[config.mk]
export PLATFORM = sky130hd
export DESIGN_NAME = stop_wake_ctrl
export DESIGN_NICKNAME = d
export VERILOG_FILES = /design/src/rtl/swk_pkg.sv /design/src/rtl/swk_rec_counter.sv /design/src/rtl/swk_brk_status.sv /design/src/rtl/swk_fsm.sv /design/src/rtl/stop_wake_ctrl.sv
export SDC_FILE = /design/constraint.sdc
export NUM_CORES = 1
export LEC_CHECK = 0
export ABC_AREA = 1
export BUFFER_PORTS_ARGS = -buffer_cell sky130_fd_sc_hd__buf_2
export CELL_PAD_IN_SITES_DETAIL_PLACEMENT = 1
export CELL_PAD_IN_SITES_GLOBAL_PLACEMENT = 1
export CORE_ASPECT_RATIO = 1.25
export CORE_MARGIN = 1
export CORE_UTILIZATION = 33
export DETAILED_ROUTE_END_ITERATION = 6
export PLACE_DENSITY_LB_ADDON = 0.1
export SLEW_MARGIN = 10
export SYNTH_ARGS = -nofsm -noshare
export SYNTH_HDL_FRONTEND = slang
export SYNTH_SLANG_ARGS = --single-unit
[constraint.sdc]
create_clock -name clk -period 1.55 [get_ports clk]
set_input_delay 0.31 -clock clk [delete_from_list [all_inputs] [get_ports clk]]
set_output_delay 0.31 -clock clk [all_outputs]
set_load 0.02 [all_outputs]
[src/rtl/swk_pkg.sv]
package swk_pkg;
    typedef enum logic [1:0] {
        ST_RUN     = 2'd0,
        ST_STOP    = 2'd1,
        ST_RECOVER = 2'd2
    } swk_state_e;
endpackage

[src/rtl/swk_rec_counter.sv]
// Recovery delay counter. It captures the length selection when stop is
// accepted and counts only while enabled; otherwise it sits at zero.
module swk_rec_counter #(
    parameter int LONG_CYCLES  = 4096,
    parameter int SHORT_CYCLES = 32,
    localparam int CNT_W       = $clog2(LONG_CYCLES)
) (
    input  logic             clk,
    input  logic             rst_n,
    input  logic             sample_cfg,
    input  logic             cfg_short,
    input  logic             count_en,
    output logic [CNT_W-1:0] cnt,
    output logic             at_last
);
    localparam logic [CNT_W-1:0] LONG_LAST  = CNT_W'(LONG_CYCLES - 1);
    localparam logic [CNT_W-1:0] SHORT_LAST = CNT_W'(SHORT_CYCLES - 1);

    logic             short_sel;
    logic [CNT_W-1:0] last_val;

    always_ff @(posedge clk or negedge rst_n) begin
        if (!rst_n) begin
            short_sel <= 1'b0;
        end else if (sample_cfg) begin
            short_sel <= cfg_short;
        end
    end

    always_comb begin
        last_val = short_sel ? SHORT_LAST : LONG_LAST;
        at_last  = count_en && (cnt == last_val);
    end

    always_ff @(posedge clk or negedge rst_n) begin
        if (!rst_n) begin
            cnt <= '0;
        end else if (count_en && !at_last) begin
            cnt <= cnt + 1'b1;
        end else begin
            cnt <= '0;
        end
    end
endmodule

[src/rtl/swk_brk_status.sv]
// Sticky break-exit flag: a set wins over a software clear in the same cycle.
module swk_brk_status (
    input  logic clk,
    input  logic rst_n,
    input  logic set_ev,
    input  logic wr_en,
    input  logic wr_data,
    output logic flag
);
    always_ff @(posedge clk or negedge rst_n) begin
        if (!rst_n) begin
            flag <= 1'b0;
        end else if (set_ev) begin
            flag <= 1'b1;
        end else if (wr_en && !wr_data) begin
            flag <= 1'b0;
        end
    end
endmodule

[src/rtl/swk_fsm.sv]
// Run / stop / recover sequencer and its clock-enable outputs.
module swk_fsm
    import swk_pkg::*;
(
    input  logic       clk,
    input  logic       rst_n,
    input  logic       stop_req,
    input  logic       irq_req,
    input  logic       brk_req,
    input  logic       rec_last,
    output swk_state_e state,
    output logic       stop_accept,
    output logic       recovering,
    output logic       brk_exit,
    output logic       cpu_clk_en,
    output logic       per_clk_en,
    output logic       wake_done,
    output logic       stack_ok
);
    swk_state_e state_nx;
    logic       stack_q;

    always_comb begin
        state_nx = state;
        unique case (state)
            ST_RUN:     if (stop_req)            state_nx = ST_STOP;
            ST_STOP:    if (irq_req || brk_req)  state_nx = ST_RECOVER;
            ST_RECOVER: if (rec_last)            state_nx = ST_RUN;
            default:                             state_nx = ST_RUN;
        endcase
    end

    always_ff @(posedge clk or negedge rst_n) begin
        if (!rst_n) begin
            state   <= ST_RUN;
            stack_q <= 1'b0;
        end else begin
            state   <= state_nx;
            stack_q <= (state == ST_RECOVER) && rec_last;
        end
    end

    always_comb begin
        cpu_clk_en  = 1'b0;
        per_clk_en  = 1'b0;
        stop_accept = 1'b0;
        recovering  = 1'b0;
        brk_exit    = 1'b0;
        wake_done   = 1'b0;
        unique case (state)
            ST_RUN: begin
                cpu_clk_en  = 1'b1;
                per_clk_en  = 1'b1;
                stop_accept = stop_req;
            end
            ST_STOP: begin
                brk_exit = brk_req;
            end
            ST_RECOVER: begin
                recovering = 1'b1;
                wake_done  = rec_last;
            end
            default: begin
                cpu_clk_en = 1'b1;
                per_clk_en = 1'b1;
            end
        endcase
        stack_ok = stack_q;
    end
endmodule

[src/rtl/stop_wake_ctrl.sv]
module stop_wake_ctrl #(
    parameter int LONG_CYCLES  = 4096,
    parameter int SHORT_CYCLES = 32
) (
    input  logic clk,
    input  logic rst_n,
    input  logic stop_req,
    input  logic irq_req,
    input  logic brk_req,
    input  logic cfg_short,
    input  logic reg_wr_en,
    input  logic reg_wr_data,
    output logic brk_flag,
    output logic cpu_clk_en,
    output logic per_clk_en,
    output logic wake_done,
    output logic stack_ok
);
    import swk_pkg::*;

    localparam int CNT_W = $clog2(LONG_CYCLES);

    swk_state_e       state;
    logic [CNT_W-1:0] rec_cnt;
    logic             rec_last;
    logic             stop_accept;
    logic             recovering;
    logic             brk_exit;

    swk_fsm i_fsm (
        .clk         (clk),
        .rst_n       (rst_n),
        .stop_req    (stop_req),
        .irq_req     (irq_req),
        .brk_req     (brk_req),
        .rec_last    (rec_last),
        .state       (state),
        .stop_accept (stop_accept),
        .recovering  (recovering),
        .brk_exit    (brk_exit),
        .cpu_clk_en  (cpu_clk_en),
        .per_clk_en  (per_clk_en),
        .wake_done   (wake_done),
        .stack_ok    (stack_ok)
    );

    swk_rec_counter #(
        .LONG_CYCLES  (LONG_CYCLES),
        .SHORT_CYCLES (SHORT_CYCLES)
    ) i_counter (
        .clk        (clk),
        .rst_n      (rst_n),
        .sample_cfg (stop_accept),
        .cfg_short  (cfg_short),
        .count_en   (recovering),
        .cnt        (rec_cnt),
        .at_last    (rec_last)
    );

    swk_brk_status i_status (
        .clk     (clk),
        .rst_n   (rst_n),
        .set_ev  (brk_exit),
        .wr_en   (reg_wr_en),
        .wr_data (reg_wr_data),
        .flag    (brk_flag)
    );
endmodule

==> results.md <==
* Clk buf depth at 2
* Total Routed Length at 2.21 mm
* Clock buffer count from CTS at 3
* Drt pass-1 iters at 2
* Root Buffer: clkbuf_4
* Vias in the first global route at 918
* DR iter-0 viols at 10
* Mapped Nets at 136
* Post-Synthesis Cell Area at 955 um^2
* Pwr Total at 1.46 mW
* Row count at 21
* Worst Path Required at 1.24 ns
* Status: complete, but fails checks
* IO buf count at 12
* Clk slew on worst S/H paths at 0.10 ns
* Fill count at 352
* # diodes at 0
* Hold slack at 0.234 ns
* Area Overhead vs Synth at 31.6%
* Drt drc at 0
* Core area at 2710 um^2
* Slew Viols, Final at 0
* Most frequent cells in the layout: 28 x nand2_1, 19 x nor2_1, 17 x dfrtp_1
* Post-route ant nets at 0
* Sequential area share after synthesis at 44.6%
* Detailed placement HPWL at 1.62 mm
* Vias per inst at 4.63
* Top cell type's share of synthesized area at 44.6%
* WL/cell at 11.8 um
* Gate Count Post-Synth at 123
* CTS tree: yes
* Synth warn at 0
* Synth unique cells at 18
* Crit path capture type: output port
* Placer Congestion at 0.707
* CTS sink count at 17
* First-pass GRT wire length at 3.85 mm
* Chip width at 50.1 um
* Final hold viol count at 0
* Synth area leaders: dfrtp_1 45%, nand2_1 12%, nor2_1 8.7%, inv_1 8.3%, ha_1 6.6%
* HP Class: primary input to flop
* Starting Density at 35.3%
* Yosys reg bits at 17
* Die Ht at 62.1 um
* Largest net degree at the start of global routing at 18
* Yosys top cell by area: dfrtp_1
* Final period utilization at 108%
* RSZ-0062 raised after global routing: yes
* Worst Max-Slew Pin Slew at 0.420 ns
* Failing checks: negative setup slack
* Initial antenna violation count at 0
* Most common cell after layout, fill and taps aside: nand2_1
* Leak Pwr at 0.655 nW
* R2r setup slk at 0.08 ns
* H-tree depth at 1
* Share of cells above drive strength 1 at 35.9%
* Total gr overflow at 0
* GRT Overall Usage at 16.4%
* Syn_area_per_cell at 7.76 um^2
* Maximum VDD drop at 0.732 mV
* Max-cap violations at 0
* Routed via count at 866
* Setup Skew at 0.00534 ns
* Final Setup Violations at 1
* Cell area after layout at 1260 um^2
* Dpl cell area at 1070 um^2
* I/O Pins at 13
* Fmax at 0.598 GHz
* Setup TNS at -0.122 ns
* PnR worst setup slack at -0.122 ns
* Crit Path Max Fanout at 3
* Nets@finish at 167
* Worst-skew pair later-pin latency at 0.29 ns
* Die Area at 3110 um^2
* Tmin final at 1.67 ns
* Power Dens Cells at 1170 nW/um^2
* Worst setup SP type: flop
* Max_slew headroom at 72.0%
* Crit path DAT at 1.36 ns
* WS Path Type: flop to output port
==> worst max-delay path, stage by stage (launching register included) <==
cell and delay [ns]:
dfrtp_1 0.42, inv_1 0.08, nand2_1 0.06, nor2_2 0.09
nand2_1 0.06, nand2_2 0.08, nand2_4 0.06, nor2_4 0.10
buf_6 0.12
==> Yosys cell counts <==
master   instances
nor3_1           2
nor2_2           3
ha_1             5
o21ai_0          2
nand3_1          5
nand3_2          1
xor2_1           2
buf_6            1
nor3_2           4
nand2_1         31
a21oi_1          1
a22oi_1          1
dfrtp_1         17
nor2_1          22
nand2_2          3
inv_1           21
buf_4            1
o21a_1           1
==> layer usage <==
layer | part of all wire [%] | vias up | wire length (um) | track usage, %
met5 | 0 | - | 0 | 0
met4 | 1.4 | 0 | 31 | 6.43
met3 | 1.6 | 4 | 36 | 3.19
met2 | 57 | 6 | 1260 | 29.5
li1 | - | 431 | - | -
met1 | 40 | 425 | 890 | 18.2
==> where the power goes <==
group / total (mW) / leakage [nW] / internal (mW) / switching [mW]
registers: 0.546 / 0.229 / 0.507 / 0.0390
logic: 0.673 / 0.410 / 0.297 / 0.377
clock network: 0.245 / 0.0150 / 0.100 / 0.145
total: 1.46 / 0.655 / 0.903 / 0.561
==> stage by stage <==
| step | util (%) | instances | setup WS, ns |
|---|---|---|---|
| final | 46.4 | 187 | -0.122 |
| after global routing | 46.4 | 187 | -0.222 |
| after detailed placement | 39.4 | 169 | 0.0524 |
| after global placement | 39.4 | 169 | 0.100 |
| after floorplan | - | 123 | 0.0896 |
| after CTS | 44.8 | 184 | -0.162 |
==> cell type report <==
cell class / count / area, um^2 / area share (%)
sequential: 17 / 425 / 33.9
inverter: 21 / 78.8 / 6.27
clock buffer: 4 / 26.3 / 2.09
multi-input combinational: 83 / 469 / 37.4
timing repair buffer: 28 / 214 / 17.0
tap: 34 / 42.5 / 3.39
==> flip-flops by register name (all words and copies together) (netlist names) <==
| signal | flops |
|---|---|
| i_fsm.state | 2 |
| i_status.flag | 1 |
| i_counter.short_sel | 1 |
| i_counter.cnt | 12 |
| i_fsm.stack_ok | 1 |
==> logic make-up after synthesis <==
logic type	synth area share [%]
buffers and inverters	10.2
flip-flops	44.6
XOR/XNOR	1.84
adder cells (fa/ha/maj)	6.55
AND/OR/NAND/NOR	33.7
AO/OA/AOI/OAI	3.15
==> what timing repair did <==
item                                    CTS  global route
pin swaps                                 7             3
endpoints found under the setup margin    3            12
hold endpoints to repair                 17             0
buffers inserted                         10             3
hold buffers                              1             0
gates resized for setup                  18             6
==> path summary, 6_finish.rpt <==
kind / start / endpoint / cells after the start
setup / recovery: i_counter.cnt[11]$_DFF_PN0_ / wake_done / 8
hold / removal: brk_req / i_status.flag$_DFFE_PN0P_ / 3
setup reg to reg: i_counter.cnt[11]$_DFF_PN0_ / i_fsm.state[1]$_DFFE_PN0P_ / 11
hold reg to reg: i_status.flag$_DFFE_PN0P_ / i_status.flag$_DFFE_PN0P_ / 2
max in group asynchronous: rst_n / i_fsm.state[0]$_DFFE_PN0P_ / 2
min in group asynchronous: rst_n / i_counter.cnt[9]$_DFF_PN0_ / 2
Note: power is estimated with default switching activity, not from simulation.
